===== src/rtl/alu32_pkg.sv =====
package alu32_pkg;
  typedef enum logic [2:0] {
    OPC_AND = 3'b000,
    OPC_OR  = 3'b001,
    OPC_ADD = 3'b010,
    OPC_SUB = 3'b110,
    OPC_SLT = 3'b111
  } alu_opc_e;

  typedef enum logic [2:0] {
    SEL_AND,
    SEL_OR,
    SEL_SUM,
    SEL_LESS,
    SEL_NONE
  } res_sel_e;

  typedef struct packed {
    res_sel_e sel;
    logic     binv;
    logic     ovf_en;
  } alu_ctrl_t;
endpackage


===== src/rtl/alu32_decode.sv =====
module alu32_decode
  import alu32_pkg::*;
(
  input  logic [2:0] op_i,
  output alu_ctrl_t  ctrl_o
);
  always_comb begin
    ctrl_o = '{sel: SEL_NONE, binv: 1'b0, ovf_en: 1'b0};
    case (op_i)
      OPC_AND: ctrl_o.sel = SEL_AND;
      OPC_OR:  ctrl_o.sel = SEL_OR;
      OPC_ADD: ctrl_o = '{sel: SEL_SUM,  binv: 1'b0, ovf_en: 1'b1};
      OPC_SUB: ctrl_o = '{sel: SEL_SUM,  binv: 1'b1, ovf_en: 1'b1};
      OPC_SLT: ctrl_o = '{sel: SEL_LESS, binv: 1'b1, ovf_en: 1'b1};
      default: ctrl_o = '{sel: SEL_NONE, binv: 1'b0, ovf_en: 1'b0};
    endcase
  end
endmodule


===== src/rtl/alu32_fa.sv =====
module alu32_fa (
  input  logic a_i,
  input  logic b_i,
  input  logic c_i,
  output logic s_o,
  output logic c_o
);
  assign s_o = a_i ^ b_i ^ c_i;
  assign c_o = (a_i & b_i) | (a_i & c_i) | (b_i & c_i);
endmodule


===== src/rtl/alu32_adder.sv =====
module alu32_adder #(
  parameter int WIDTH = 32
) (
  input  logic [WIDTH-1:0] a_i,
  input  logic [WIDTH-1:0] b_i,
  input  logic             binv_i,
  output logic [WIDTH-1:0] sum_o,
  output logic             c_msb_o,  // carry into sign bit
  output logic             c_out_o
);
  logic [WIDTH-1:0] b_eff;
  logic [WIDTH:0]   carry;

  assign b_eff    = b_i ^ {WIDTH{binv_i}};
  assign carry[0] = binv_i;

  for (genvar i = 0; i < WIDTH; i++) begin : g_bit
    alu32_fa u_fa (
      .a_i (a_i[i]),
      .b_i (b_eff[i]),
      .c_i (carry[i]),
      .s_o (sum_o[i]),
      .c_o (carry[i+1])
    );
  end

  assign c_msb_o = carry[WIDTH-1];
  assign c_out_o = carry[WIDTH];
endmodule


===== src/rtl/alu32_core.sv =====
module alu32_core
  import alu32_pkg::*;
#(
  parameter int WIDTH = 32
) (
  input  logic [WIDTH-1:0] a_i,
  input  logic [WIDTH-1:0] b_i,
  input  logic [2:0]       op_i,
  output logic [WIDTH-1:0] result_o,
  output logic             zero_o,
  output logic             ovf_o
);
  localparam int MSB = WIDTH - 1;

  alu_ctrl_t        ctrl;
  logic [WIDTH-1:0] sum;
  logic             c_msb;
  logic             c_out;
  logic             add_ovf;
  logic             less;

  alu32_decode u_dec (
    .op_i   (op_i),
    .ctrl_o (ctrl)
  );

  alu32_adder #(.WIDTH(WIDTH)) u_add (
    .a_i     (a_i),
    .b_i     (b_i),
    .binv_i  (ctrl.binv),
    .sum_o   (sum),
    .c_msb_o (c_msb),
    .c_out_o (c_out)
  );

  assign add_ovf = c_msb ^ c_out;
  // sign corrected by overflow: valid across the full signed range
  assign less    = sum[MSB] ^ add_ovf;

  always_comb begin
    unique case (ctrl.sel)
      SEL_AND:  result_o = a_i & b_i;
      SEL_OR:   result_o = a_i | b_i;
      SEL_SUM:  result_o = sum;
      SEL_LESS: result_o = {{(WIDTH-1){1'b0}}, less};
      default:  result_o = '0;
    endcase
  end

  assign zero_o = ~|result_o;
  assign ovf_o  = ctrl.ovf_en & add_ovf;
endmodule


===== config.mk =====
export PLATFORM = sky130hd
export DESIGN_NAME = alu32_core
export DESIGN_NICKNAME = d
export VERILOG_FILES = /design/src/rtl/alu32_pkg.sv /design/src/rtl/alu32_decode.sv /design/src/rtl/alu32_fa.sv /design/src/rtl/alu32_adder.sv /design/src/rtl/alu32_core.sv
export SDC_FILE = /design/constraint.sdc
export NUM_CORES = 1
export LEC_CHECK = 0
export BUFFER_PORTS_ARGS = -buffer_cell sky130_fd_sc_hd__buf_2
export CORE_MARGIN = 5
export CORE_UTILIZATION = 35
export DETAILED_ROUTE_END_ITERATION = 10
export PLACE_DENSITY = 0.66
export SYNTH_ARGS = -nofsm -noshare
export SYNTH_HDL_FRONTEND = slang
export SYNTH_SLANG_ARGS = --single-unit

===== constraint.sdc =====
create_clock -name vclk -period 30.9
set_clock_uncertainty 0.1 [all_clocks]
set_input_delay 6.18 -clock vclk [all_inputs]
set_output_delay 6.18 -clock vclk [all_outputs]
set_load 0.1 [all_outputs]

# After elaboration in Yosys (flattened, before gate mapping)
# Index checks and enable logic that the tools add are counted.
[op_classes]
bitwise_logic = 230
reduce_logical = 6
mux = 3
eq_ne = 7
[op_table]
columns = ["op", "count"]
rows = [
  ["32-bit one-hot mux with 4 select lines", 1],
  ["1-bit bitwise AND", 97],
  ["1-bit XOR", 66],
  ["1-bit OR", 64],
  ["32-bit bitwise AND", 1],
  ["32-bit OR", 1],
  ["32-bit OR reduction", 1],
  ["32-bit XOR", 1],
  ["3-bit one-hot mux with 4 select lines", 1],
  ["3-bit by 2-bit equality test with 1-bit output (second input constant)", 3],
  ["3-bit by 1-bit equality test with 1-bit output (second input constant)", 2],
  ["3-bit equality test (second input constant)", 2],
  ["3-bit zero test", 2],
  ["2-bit one-hot mux with 2 select lines", 1],
  ["2-bit OR reduction", 2],
  ["1-bit zero test", 1],
]
[word_totals]
output_inout_bits = 34
register_bits = 0

# Depth between registers and ports, before layout
# Gate-level depths: netlist of run 1.
[logic_depth]
ltp_word = 105
mapped_depth = 42

# By module
# A second synthesis of run 1 with hierarchy kept.
[hier_totals]
cells_unflattened = 215
hier_area_um2 = 2152.1
[modules_own_cells]
columns = ["mod", "area_per_inst_um2", "seq_area_each_um2", "n_inst", "cells_per_inst"]
rows = [
  ["alu32_core", 1108.6, 0.0, 1, 139],
  ["alu32_fa", 20.0, 0.0, 32, 1],
  ["alu32_adder", 351.6, 0.0, 1, 36],
  ["alu32_decode", 51.3, 0.0, 1, 8],
]

# Worst setup path after synthesis of run 1
# Ideal clock, no wire load.
[synth_path]
kind = "input-to-output"
startpoint = "input port op_i[2]"
endpoint = "output port zero_o"
arrival_time_ns = 23.173
path_slack_ns = 1.447
stages = 42
t_required_ns = 24.620
path_cell_list = "nand2_1 -> buf_1 -> nor2_1 -> a21oi_1 -> fa_1 -> fa_1 -> inv_1 -> fa_1 -> fa_1 -> fa_1 -> fa_1 -> fa_1 -> fa_1 -> fa_1 -> fa_1 -> fa_1 -> fa_1 -> fa_1 -> [6 not listed] -> fa_1 -> fa_1 -> fa_1 -> fa_1 -> fa_1 -> fa_1 -> fa_1 -> fa_1 -> fa_1 -> fa_1 -> inv_1 -> fa_1 -> inv_1 -> fa_1 -> a32oi_1 -> o21ai_0 -> or4_1 -> nor4b_2"
[synth_between]
word_cells_on_any_way = 243
cone_classes = "eq/ne: 7; mux: 3; bitwise: 227; reduce/logical: 6"
[synth_lines]
columns = ["element", "line_no", "text"]
rows = [
  ["start, declared", "alu32_core.sv:8", "input logic [2:0] op_i,"],
  ["3-bit equality test", "alu32_decode.sv:9", "case (op_i)"],
  ["2-bit OR reduction (no source line)", "n/a", ""],
  ["2-bit one-hot mux with 2 select lines", "alu32_decode.sv:9", ""],
  ["32-bit XOR", "alu32_adder.sv:14", "assign b_eff = b_i ^ {WIDTH{binv_i}};"],
  ["1-bit bitwise AND", "alu32_fa.sv:9", "assign c_o = (a_i & b_i) | (a_i & c_i) | (b_i & c_i);"],
  ["1-bit OR (2 in series)", "alu32_fa.sv:9", ""],
  ["1-bit bitwise AND", "alu32_fa.sv:9", ""],
  ["1-bit OR (2 in series)", "alu32_fa.sv:9", ""],
  ["[82 not listed]", "n/a", ""],
  ["1-bit OR (2 in series)", "alu32_fa.sv:9", ""],
  ["1-bit bitwise AND", "alu32_fa.sv:9", ""],
  ["1-bit OR (2 in series)", "alu32_fa.sv:9", ""],
  ["1-bit XOR", "alu32_fa.sv:8", "assign s_o = a_i ^ b_i ^ c_i;"],
  ["32-bit one-hot mux with 4 select lines (*)", "alu32_core.sv:41", "unique case (ctrl.sel)"],
  ["net result_o[31]", "alu32_core.sv:9", "output logic [WIDTH-1:0] result_o,"],
  ["32-bit OR reduction (*)", "alu32_core.sv:50", "assign zero_o = ~|result_o;"],
  ["1-bit zero test (*)", "alu32_core.sv:50", ""],
  ["end, declared", "alu32_core.sv:10", "output logic zero_o,"],
]
# Mark *: on every way through the listed nets, which the timed path passes. The rest lies on a longest branch.

# Final worst setup path of run 1
[layout_path]
startpoint = "input port op_i[1]"
endpoint = "output port zero_o"
[layout_between]
elab_chain_len = 105
word_cells_on_any_way = 243
cone_classes = "eq/ne: 7; mux: 3; bitwise: 227; reduce/logical: 6"
[layout_rtl]
columns = ["element", "line_no", "text"]
rows = [
  ["3-bit equality test", "alu32_decode.sv:9", ""],
  ["2-bit OR reduction (no source line)", "n/a", ""],
  ["2-bit one-hot mux with 2 select lines", "alu32_decode.sv:9", ""],
  ["32-bit XOR", "alu32_adder.sv:14", ""],
  ["1-bit bitwise AND", "alu32_fa.sv:9", ""],
  ["1-bit OR (2 in series)", "alu32_fa.sv:9", ""],
  ["1-bit bitwise AND", "alu32_fa.sv:9", ""],
  ["1-bit OR (2 in series)", "alu32_fa.sv:9", ""],
  ["[85 not listed]", "n/a", ""],
  ["1-bit OR (2 in series)", "alu32_fa.sv:9", ""],
  ["1-bit bitwise AND", "alu32_fa.sv:9", ""],
  ["1-bit OR (2 in series)", "alu32_fa.sv:9", ""],
  ["1-bit XOR", "alu32_core.sv:36", "assign add_ovf = c_msb ^ c_out;"],
  ["1-bit XOR", "alu32_core.sv:38", "assign less = sum[MSB] ^ add_ovf;"],
  ["32-bit one-hot mux with 4 select lines (*)", "alu32_core.sv:41", ""],
  ["32-bit OR reduction (*)", "alu32_core.sv:50", ""],
  ["1-bit zero test (*)", "alu32_core.sv:50", ""],
]
# Every way passes the cells marked *; elsewhere a longest branch is shown, timed or not.

==> out/summary.txt, run 1 <==
PD cells = 38.5 nW/um^2
Diode count = 0
Top area cells in the synthesized netlist = sky130_fd_sc_hd__fa_1 (35%), sky130_fd_sc_hd__xnor2_1 (13%), sky130_fd_sc_hd__maj3_1 (12%)
Required time at the worst-slack endpoint = 24.62 ns
Number of instances resized during post-cts repair = 0
Final Wtd Congestion = 0.799
Area of the multi-input gates = 1690 um^2
Cell taking the most area after synthesis = sky130_fd_sc_hd__fa_1
Total power = 0.0000907 W
Initial DRC count = 48
Result of the run = finished clean
Clock buffer cells = 0
Number of maximum-capacitance violations = 0
Cell Count Post-Placement = 342
Largest net degree at the start of global routing = 36
Effective utilization at floorplan = 35.9%
Number of ports placed on the die boundary = 101
Slowest cell on the critical path = sky130_fd_sc_hd__fa_1
Post-Synthesis Cells = 182
Drt wl/cell = 15.3 um
Setup repair after global routing missed its margin = false
Number of fill cells = 527
Max Fanout on Critical Path = 23
Initial antenna violation count = 0
Time the worst path needs with I/O delays and setup = 27.54 ns
Transition time of the tightest slew-check pin = 1.20 ns
Seq/Total Area, Yosys = 0%
Aggregate routed wire length = 5230 um
Number of nets still failing antenna checks after routing = 0
Sum of negative setup slack = 0 ns
Worst Setup End Kind = output pin
Total half-perimeter wirelength after legalization and detailed placement = 4430 um
Commonest cells after routing, fill and taps aside = sky130_fd_sc_hd__buf_2 (101), sky130_fd_sc_hd__fa_1 (32), sky130_fd_sc_hd__xnor2_1 (28)
Seq Cell Count = 0
# setup viols final = 0
Drt drc = 0
Gr busiest metal = met2
Most frequent standard cell in the layout excluding fill and tap cells = sky130_fd_sc_hd__buf_2
GR Layer Usage met1 = 20.1%
Non-filler cells in the finished layout = 342
Mean post-synth cell area = 10.0 um^2
Die area = 6750 um^2
Synthesized net count = 283
Number of buffers and inverters on the critical path = 6
Cell row count = 26
Final max-slew violation count = 0
Share of the synthesized area in the top cell type = 35.1%
Die width = 82.2 um
Met2 track demand over resource in global routing = 26.8%
Core occupancy in the finished layout = 46.4%
CP Launch Type = input port
Largest stage delay on the critical path = 0.46 ns
Crit-path leading delay family = adder cells
Overall overflow remaining after global route = 0
Data arrival, critical path = 21.26 ns
Final cycle utilization of the critical path = 89.1%
Final-stage net count = 375
Critical path type = in2out
Total core area = 5070 um^2
Met3 Usage GRT = 1.19%
Cells on Worst Hold Path = 4
Headroom to the max-slew limit = 19.5%
Cell occurring most often along the worst timing path = sky130_fd_sc_hd__fa_1
Worst VDD drop = 22.8 uV
Instance count on the critical path = 42
Post-synthesis cell type count = 27
Hold buffer count at CTS = 0
Yosys warning total = 0
Leak Pwr = 1.08 nW
Count of buffers from port buffering = 101
Register cell area after layout = 0 um^2
Netlist area before placement = 1820 um^2
Class of the most critical hold timing path = in2out
Global-route wire length before repair = 8190 um
Area Overhead vs Synth = 29.2%
All-Layer GR Usage = 15.0%
Number of setup buffers added after CTS = 0
Share of final-layout standard cells stronger than drive strength 1 = 42.6%
Vias in the first global route = 1750
Number of vias per cell after detailed routing = 5.05
Die Y-Extent = 82.2 um
Vias post-DR = 1728
Worst Hold Slack = 12.80 ns
Initial DRT Pass Iterations = 4
Achievable clock frequency = 36.3 MHz
Final hold violation count = 0
-- metrics by stage --
stage	cell area, um^2	setup WS [ns]
after CTS	2360	3.24
after global routing	2360	2.63
final	2360	3.36
after global placement	2360	3.38
after floorplan	1820	1.45
after detailed placement	2360	3.28
-- final timing paths --
kind | startpoint | endpoint | slack, ns
setup / recovery | op_i[1] | zero_o | 3.36
hold / removal | op_i[1] | ovf_o | 12.80
-- where the power goes --
part	leakage (nW)	total [W]	switching, W	internal [W]
clock	0	0	0	0
sequential	0	0	0	0
combinational	1.08	0.0000907	0.0000658	0.0000249
-- layout make-up --
class,count,area share (%)
multi-input cells,153,71.6
inverters,16,2.55
well taps,70,3.72
repair buffers,103,22.1
-- kinds of logic (layout without fill, tap and decap cells) --
logic type | after synthesis | count (layout) | share of synthesized area (%)
adders and majority gates | 64 | 64 | 53.5
and+or+nand+nor | 19 | 19 | 6.66
xor gates and xnor gates | 32 | 32 | 15.4
AOI/OAI and AO/OA | 38 | 38 | 16.6
buffers and inverters | 29 | 119 | 7.82
-- tightest hold or removal path, delay by kind of cell --
kind	cells	cell delay, ns
buffers and inverters	2	0.42
AND/OR/NAND/NOR	1	0.04
AO/OA/AOI/OAI	1	0.08
-- layer usage --
metal / wire [um] / up-vias / share of wire (%)
met1: 2130 / 834 / 41
met5: 0 / - / 0
met2: 2680 / 65 / 51
met4: 82 / 0 / 1.6
li1: - / 821 / -
met3: 338 / 8 / 6.5
-- cell usage after synthesis, types with 3 or more instances --
library cell	number
sky130_fd_sc_hd__maj3_2	8
sky130_fd_sc_hd__o21ai_0	5
sky130_fd_sc_hd__a22oi_1	3
sky130_fd_sc_hd__nor4_1	5
sky130_fd_sc_hd__buf_2	3
sky130_fd_sc_hd__buf_6	4
sky130_fd_sc_hd__nand2_1	4
sky130_fd_sc_hd__fa_1	32
sky130_fd_sc_hd__xnor2_1	28
sky130_fd_sc_hd__inv_1	16
sky130_fd_sc_hd__nor2_1	3
sky130_fd_sc_hd__clkbuf_1	3
sky130_fd_sc_hd__a22o_1	24
sky130_fd_sc_hd__xor2_1	4
sky130_fd_sc_hd__buf_1	3
sky130_fd_sc_hd__maj3_1	22
No activity file was read; power rests on OpenSTA's default activity.
==> run 2, diff against run 1 <==
- REMOVE_ABC_BUFFERS: default -> 1
==> run 2 against run 1 <==
Net effect: worst hold slack got worse by 0.0025 ns; largest cell class unchanged; design area is 0.32% higher; flip-flop and latch count unchanged; power down 1.1%; via count is 2.7% lower; cell count rose by 0.29%; sequential share of layout area stayed put; global-route usage decreased by 0.75 points; combinational power is 1% lower; non-clock buffer count increased by 1; first-iteration DRC count up 48%; maximum frequency rose by 0.47%.
==> out/summary.txt, run 2 (same netlist as run 1, synthesis figures left out) <==
Achievable clock frequency = 36.5 MHz
Number of maximum-capacitance violations = 0
Die width = 82.2 um
Die area = 6750 um^2
Effective utilization at floorplan = 35.9%
Max Fanout on Critical Path = 12
Cell row count = 26
Non-filler cells in the finished layout = 343
Largest stage delay on the critical path = 0.47 ns
Post-placement cell area = 2360 um^2
Number of fill cells = 515
Class of the most critical hold timing path = in2out
Largest net degree at the start of global routing = 36
Share of final-layout standard cells stronger than drive strength 1 = 42.9%
Overall overflow remaining after global route = 0
Drt drc = 0
Data arrival, critical path = 21.13 ns
Area Overhead vs Synth = 29.7%
Transition time of the tightest slew-check pin = 0.744 ns
Number of setup buffers added after CTS = 0
Slowest cell on the critical path = sky130_fd_sc_hd__buf_2
Initial DRT Pass Iterations = 4
Time the worst path needs with I/O delays and setup = 27.41 ns
Hold buffer count at CTS = 0
Leak Pwr = 1.09 nW
Die Y-Extent = 82.2 um
Headroom to the max-slew limit = 50.4%
PD cells = 37.9 nW/um^2
Global-route wire length before repair = 7850 um
Sum of negative setup slack = 0 ns
Most frequent standard cell in the layout excluding fill and tap cells = sky130_fd_sc_hd__buf_2
Final cycle utilization of the critical path = 88.7%
Seq Cell Count = 0
Number of buffers and inverters on the critical path = 5
Cell Count Post-Placement = 343
Vias in the first global route = 1754
Cell occurring most often along the worst timing path = sky130_fd_sc_hd__fa_1
Number of ports placed on the die boundary = 101
Final max-slew violation count = 0
Pre-CTS WS = 3.34 ns
Vias post-DR = 1681
Critical path type = in2out
Total half-perimeter wirelength after legalization and detailed placement = 4100 um
Diode count = 0
Setup repair after global routing missed its margin = false
Result of the run = finished clean
Clock buffer cells = 0
Total core area = 5070 um^2
Summed area of non-filler cells in the final layout = 2360 um^2
Worst VDD drop = 16.8 uV
Required time at the worst-slack endpoint = 24.62 ns
All-Layer GR Usage = 14.2%
Total power = 0.0000897 W
Initial DRC count = 71
Commonest cells after routing, fill and taps aside = sky130_fd_sc_hd__buf_2 (101), sky130_fd_sc_hd__fa_1 (32), sky130_fd_sc_hd__xnor2_1 (28)
Drt wl/cell = 14.0 um
Final hold violation count = 0
Final-stage net count = 376
Aggregate routed wire length = 4800 um
Register cell area after layout = 0 um^2
Initial antenna violation count = 0
Final Wtd Congestion = 0.735
Number of instances resized during post-cts repair = 0
Setup WS post-layout = 3.49 ns
Area of the multi-input gates = 1690 um^2
Number of vias per cell after detailed routing = 4.90
Worst Setup End Kind = output pin
Crit-path leading delay family = adder cells
CP Launch Type = input port
# setup viols final = 0
Count of buffers from port buffering = 101
Number of nets still failing antenna checks after routing = 0
-- run 2: cell types whose count changed in the layout (fill, tap and decap cells not counted), sizes merged --
cell,before,now
buf,103,104
-- run 2: layer usage --
metal	wire, um	track usage, %
met1	2000	18.6
met4	0	0.166
met3	261	1.30
met2	2540	26.8
met5	0	0
-- run 2: final timing paths --
kind | startpoint | end | cells past startpoint
max | op_i[1] | zero_o | 43
min | op_i[1] | ovf_o | 4
-- run 2: power by group --
| part | total, W | switching, W | internal (W) | leakage (nW) |
|---|---|---|---|---|
| combinational | 0.0000897 | 0.0000649 | 0.0000247 | 1.09 |
| sequential | 0 | 0 | 0 | 0 |
| clock | 0 | 0 | 0 | 0 |
| total | 0.0000897 | 0.0000649 | 0.0000247 | 1.09 |
-- run 2: cell type report --
type,count,share of cell area (%)
timing repair buffer,104,22.3
multi-input combinational,153,71.4
tap,70,3.71
inverter,16,2.54
-- run 2: per-stage QoR --
stage | hold slack, ns | utilization, %
global placement | 12.79 | 46.6
finish | 12.80 | 46.6
detailed placement | 12.80 | 46.6
CTS | 12.80 | 46.6
floorplan | 12.66 | -
global route | 12.83 | 46.6
==> run 3, diff against run 2 <==
- clock period: 30.9 -> 35.5 ns (I/O delays scaled with it)
==> run 3 against run 2 <==
Net effect: design area did not move; cell count stayed put; setup slack improved by 2.8 ns; count of clock-buffer cells in the layout unchanged; sequential share of layout area did not move; die area unchanged; flip-flop and latch count is the same; critical endpoint unchanged; largest cell class unchanged.
==> out/summary.txt, run 3 (same netlist as run 1, synthesis figures left out) <==
Class of the most critical hold timing path = in2out
Aggregate routed wire length = 4870 um
Worst Setup End Kind = output pin
Clock buffer cells = 0
Number of nets still failing antenna checks after routing = 0
Leak Pwr = 1.09 nW
Global-route wire length before repair = 8140 um
Vias post-DR = 1674
Total core area = 5070 um^2
Headroom to the max-slew limit = 50.1%
Data arrival, critical path = 22.04 ns
Largest stage delay on the critical path = 0.47 ns
Combinational share of power = 100.0%
Cell row count = 26
Drt drc = 0
Most frequent standard cell in the layout excluding fill and tap cells = sky130_fd_sc_hd__buf_2
Worst VDD drop = 13.4 uV
Die width = 82.2 um
Final max-slew violation count = 0
Cell Count Post-Placement = 343
Transition time of the tightest slew-check pin = 0.749 ns
Number of maximum-capacitance violations = 0
Number of ports placed on the die boundary = 101
Number of vias per cell after detailed routing = 4.88
Effective utilization at floorplan = 35.9%
Net Switching = 0.0000567 W
Area Overhead vs Synth = 29.7%
Commonest cells after routing, fill and taps aside = sky130_fd_sc_hd__buf_2 (101), sky130_fd_sc_hd__fa_1 (32), sky130_fd_sc_hd__xnor2_1 (28)
Setup WS post-layout = 6.26 ns
Non-filler cells in the finished layout = 343
Initial DRT Pass Iterations = 4
Final hold violation count = 0
All-Layer GR Usage = 14.8%
Cell occurring most often along the worst timing path = sky130_fd_sc_hd__fa_1
Critical path type = in2out
Final cycle utilization of the critical path = 82.4%
Pre-CTS WS = 6.11 ns
Sum of negative setup slack = 0 ns
Clock network fraction of total power = 0%
Part of the total power dissipated in sequential elements = 0%
Hold buffer count at CTS = 0
Number of setup buffers added after CTS = 0
PD cells = 33.1 nW/um^2
Vias in the first global route = 1836
Register cell area after layout = 0 um^2
Crit-path leading delay family = adder cells
Largest net degree at the start of global routing = 36
Number of buffers and inverters on the critical path = 5
Overall overflow remaining after global route = 0
Time the worst path needs with I/O delays and setup = 29.24 ns
Number of instances resized during post-cts repair = 0
Initial DRC count = 46
Slowest cell on the critical path = sky130_fd_sc_hd__buf_2
CP Launch Type = input port
Initial antenna violation count = 0
Final-stage net count = 376
Diode count = 0
Seq Cell Count = 0
Achievable clock frequency = 34.2 MHz
Die area = 6750 um^2
Internal = 0.0000216 W
Count of buffers from port buffering = 101
Max Fanout on Critical Path = 12
Final Wtd Congestion = 0.792
Required time at the worst-slack endpoint = 28.30 ns
Drt wl/cell = 14.2 um
Result of the run = finished clean
Share of final-layout standard cells stronger than drive strength 1 = 42.9%
Die Y-Extent = 82.2 um
Fraction of power spent switching nets = 72.5%
Number of fill cells = 536
Setup repair after global routing missed its margin = false
Total half-perimeter wirelength after legalization and detailed placement = 4080 um
# setup viols final = 0
run 3: cell counts in the layout (fill, tap and decap cells not counted):
No cell type changed its count.
run 3: final timing paths:
kind                    start      to  slack, ns  depth (start not counted)
worst max-delay path  op_i[1]  zero_o       6.26                         43
worst min-delay path  op_i[1]   ovf_o      14.64                          4
run 3: metrics by stage:
step	area (um^2)	power (W)	utilization [%]	hold slack, ns
6_report	2360	0.0000783	46.6	14.64
3_5_place_dp	2360	0.0000793	46.6	14.64
3_3_place_gp	2360	0.0000781	46.6	14.64
5_1_grt	2360	0.0000848	46.6	14.66
4_1_cts	2360	0.0000794	46.6	14.64
2_1_floorplan	1740	0.0000623	-	14.50
run 3: cell type report:
class | instances | area [um^2] | share of cell area [%]
timing repair buffer | 104 | 528 | 22.3
multi-input combinational | 153 | 1690 | 71.4
tap | 70 | 87.6 | 3.71
inverter | 16 | 60.1 | 2.54
run 3: power by group through the flow:
stage	sequential, W	clock, W	combinational [W]
4_1_cts	0	0	0.0000794
6_report	0	0	0.0000783
3_3_place_gp	0	0	0.0000781
2_1_floorplan	0	0	0.0000623
3_5_place_dp	0	0	0.0000793
5_1_grt	0	0	0.0000848
run 3: metal layers:
| layer | vias to the layer above | share of wire [%] | GRT usage [%] |
|---|---|---|---|
| li1 | 828 | - | - |
| met1 | 794 | 43 | 19.7 |
| met2 | 50 | 51 | 27.8 |
| met3 | 2 | 6.0 | 0.868 |
| met4 | 0 | 0.35 | 0.498 |
| met5 | - | 0 | 0 |
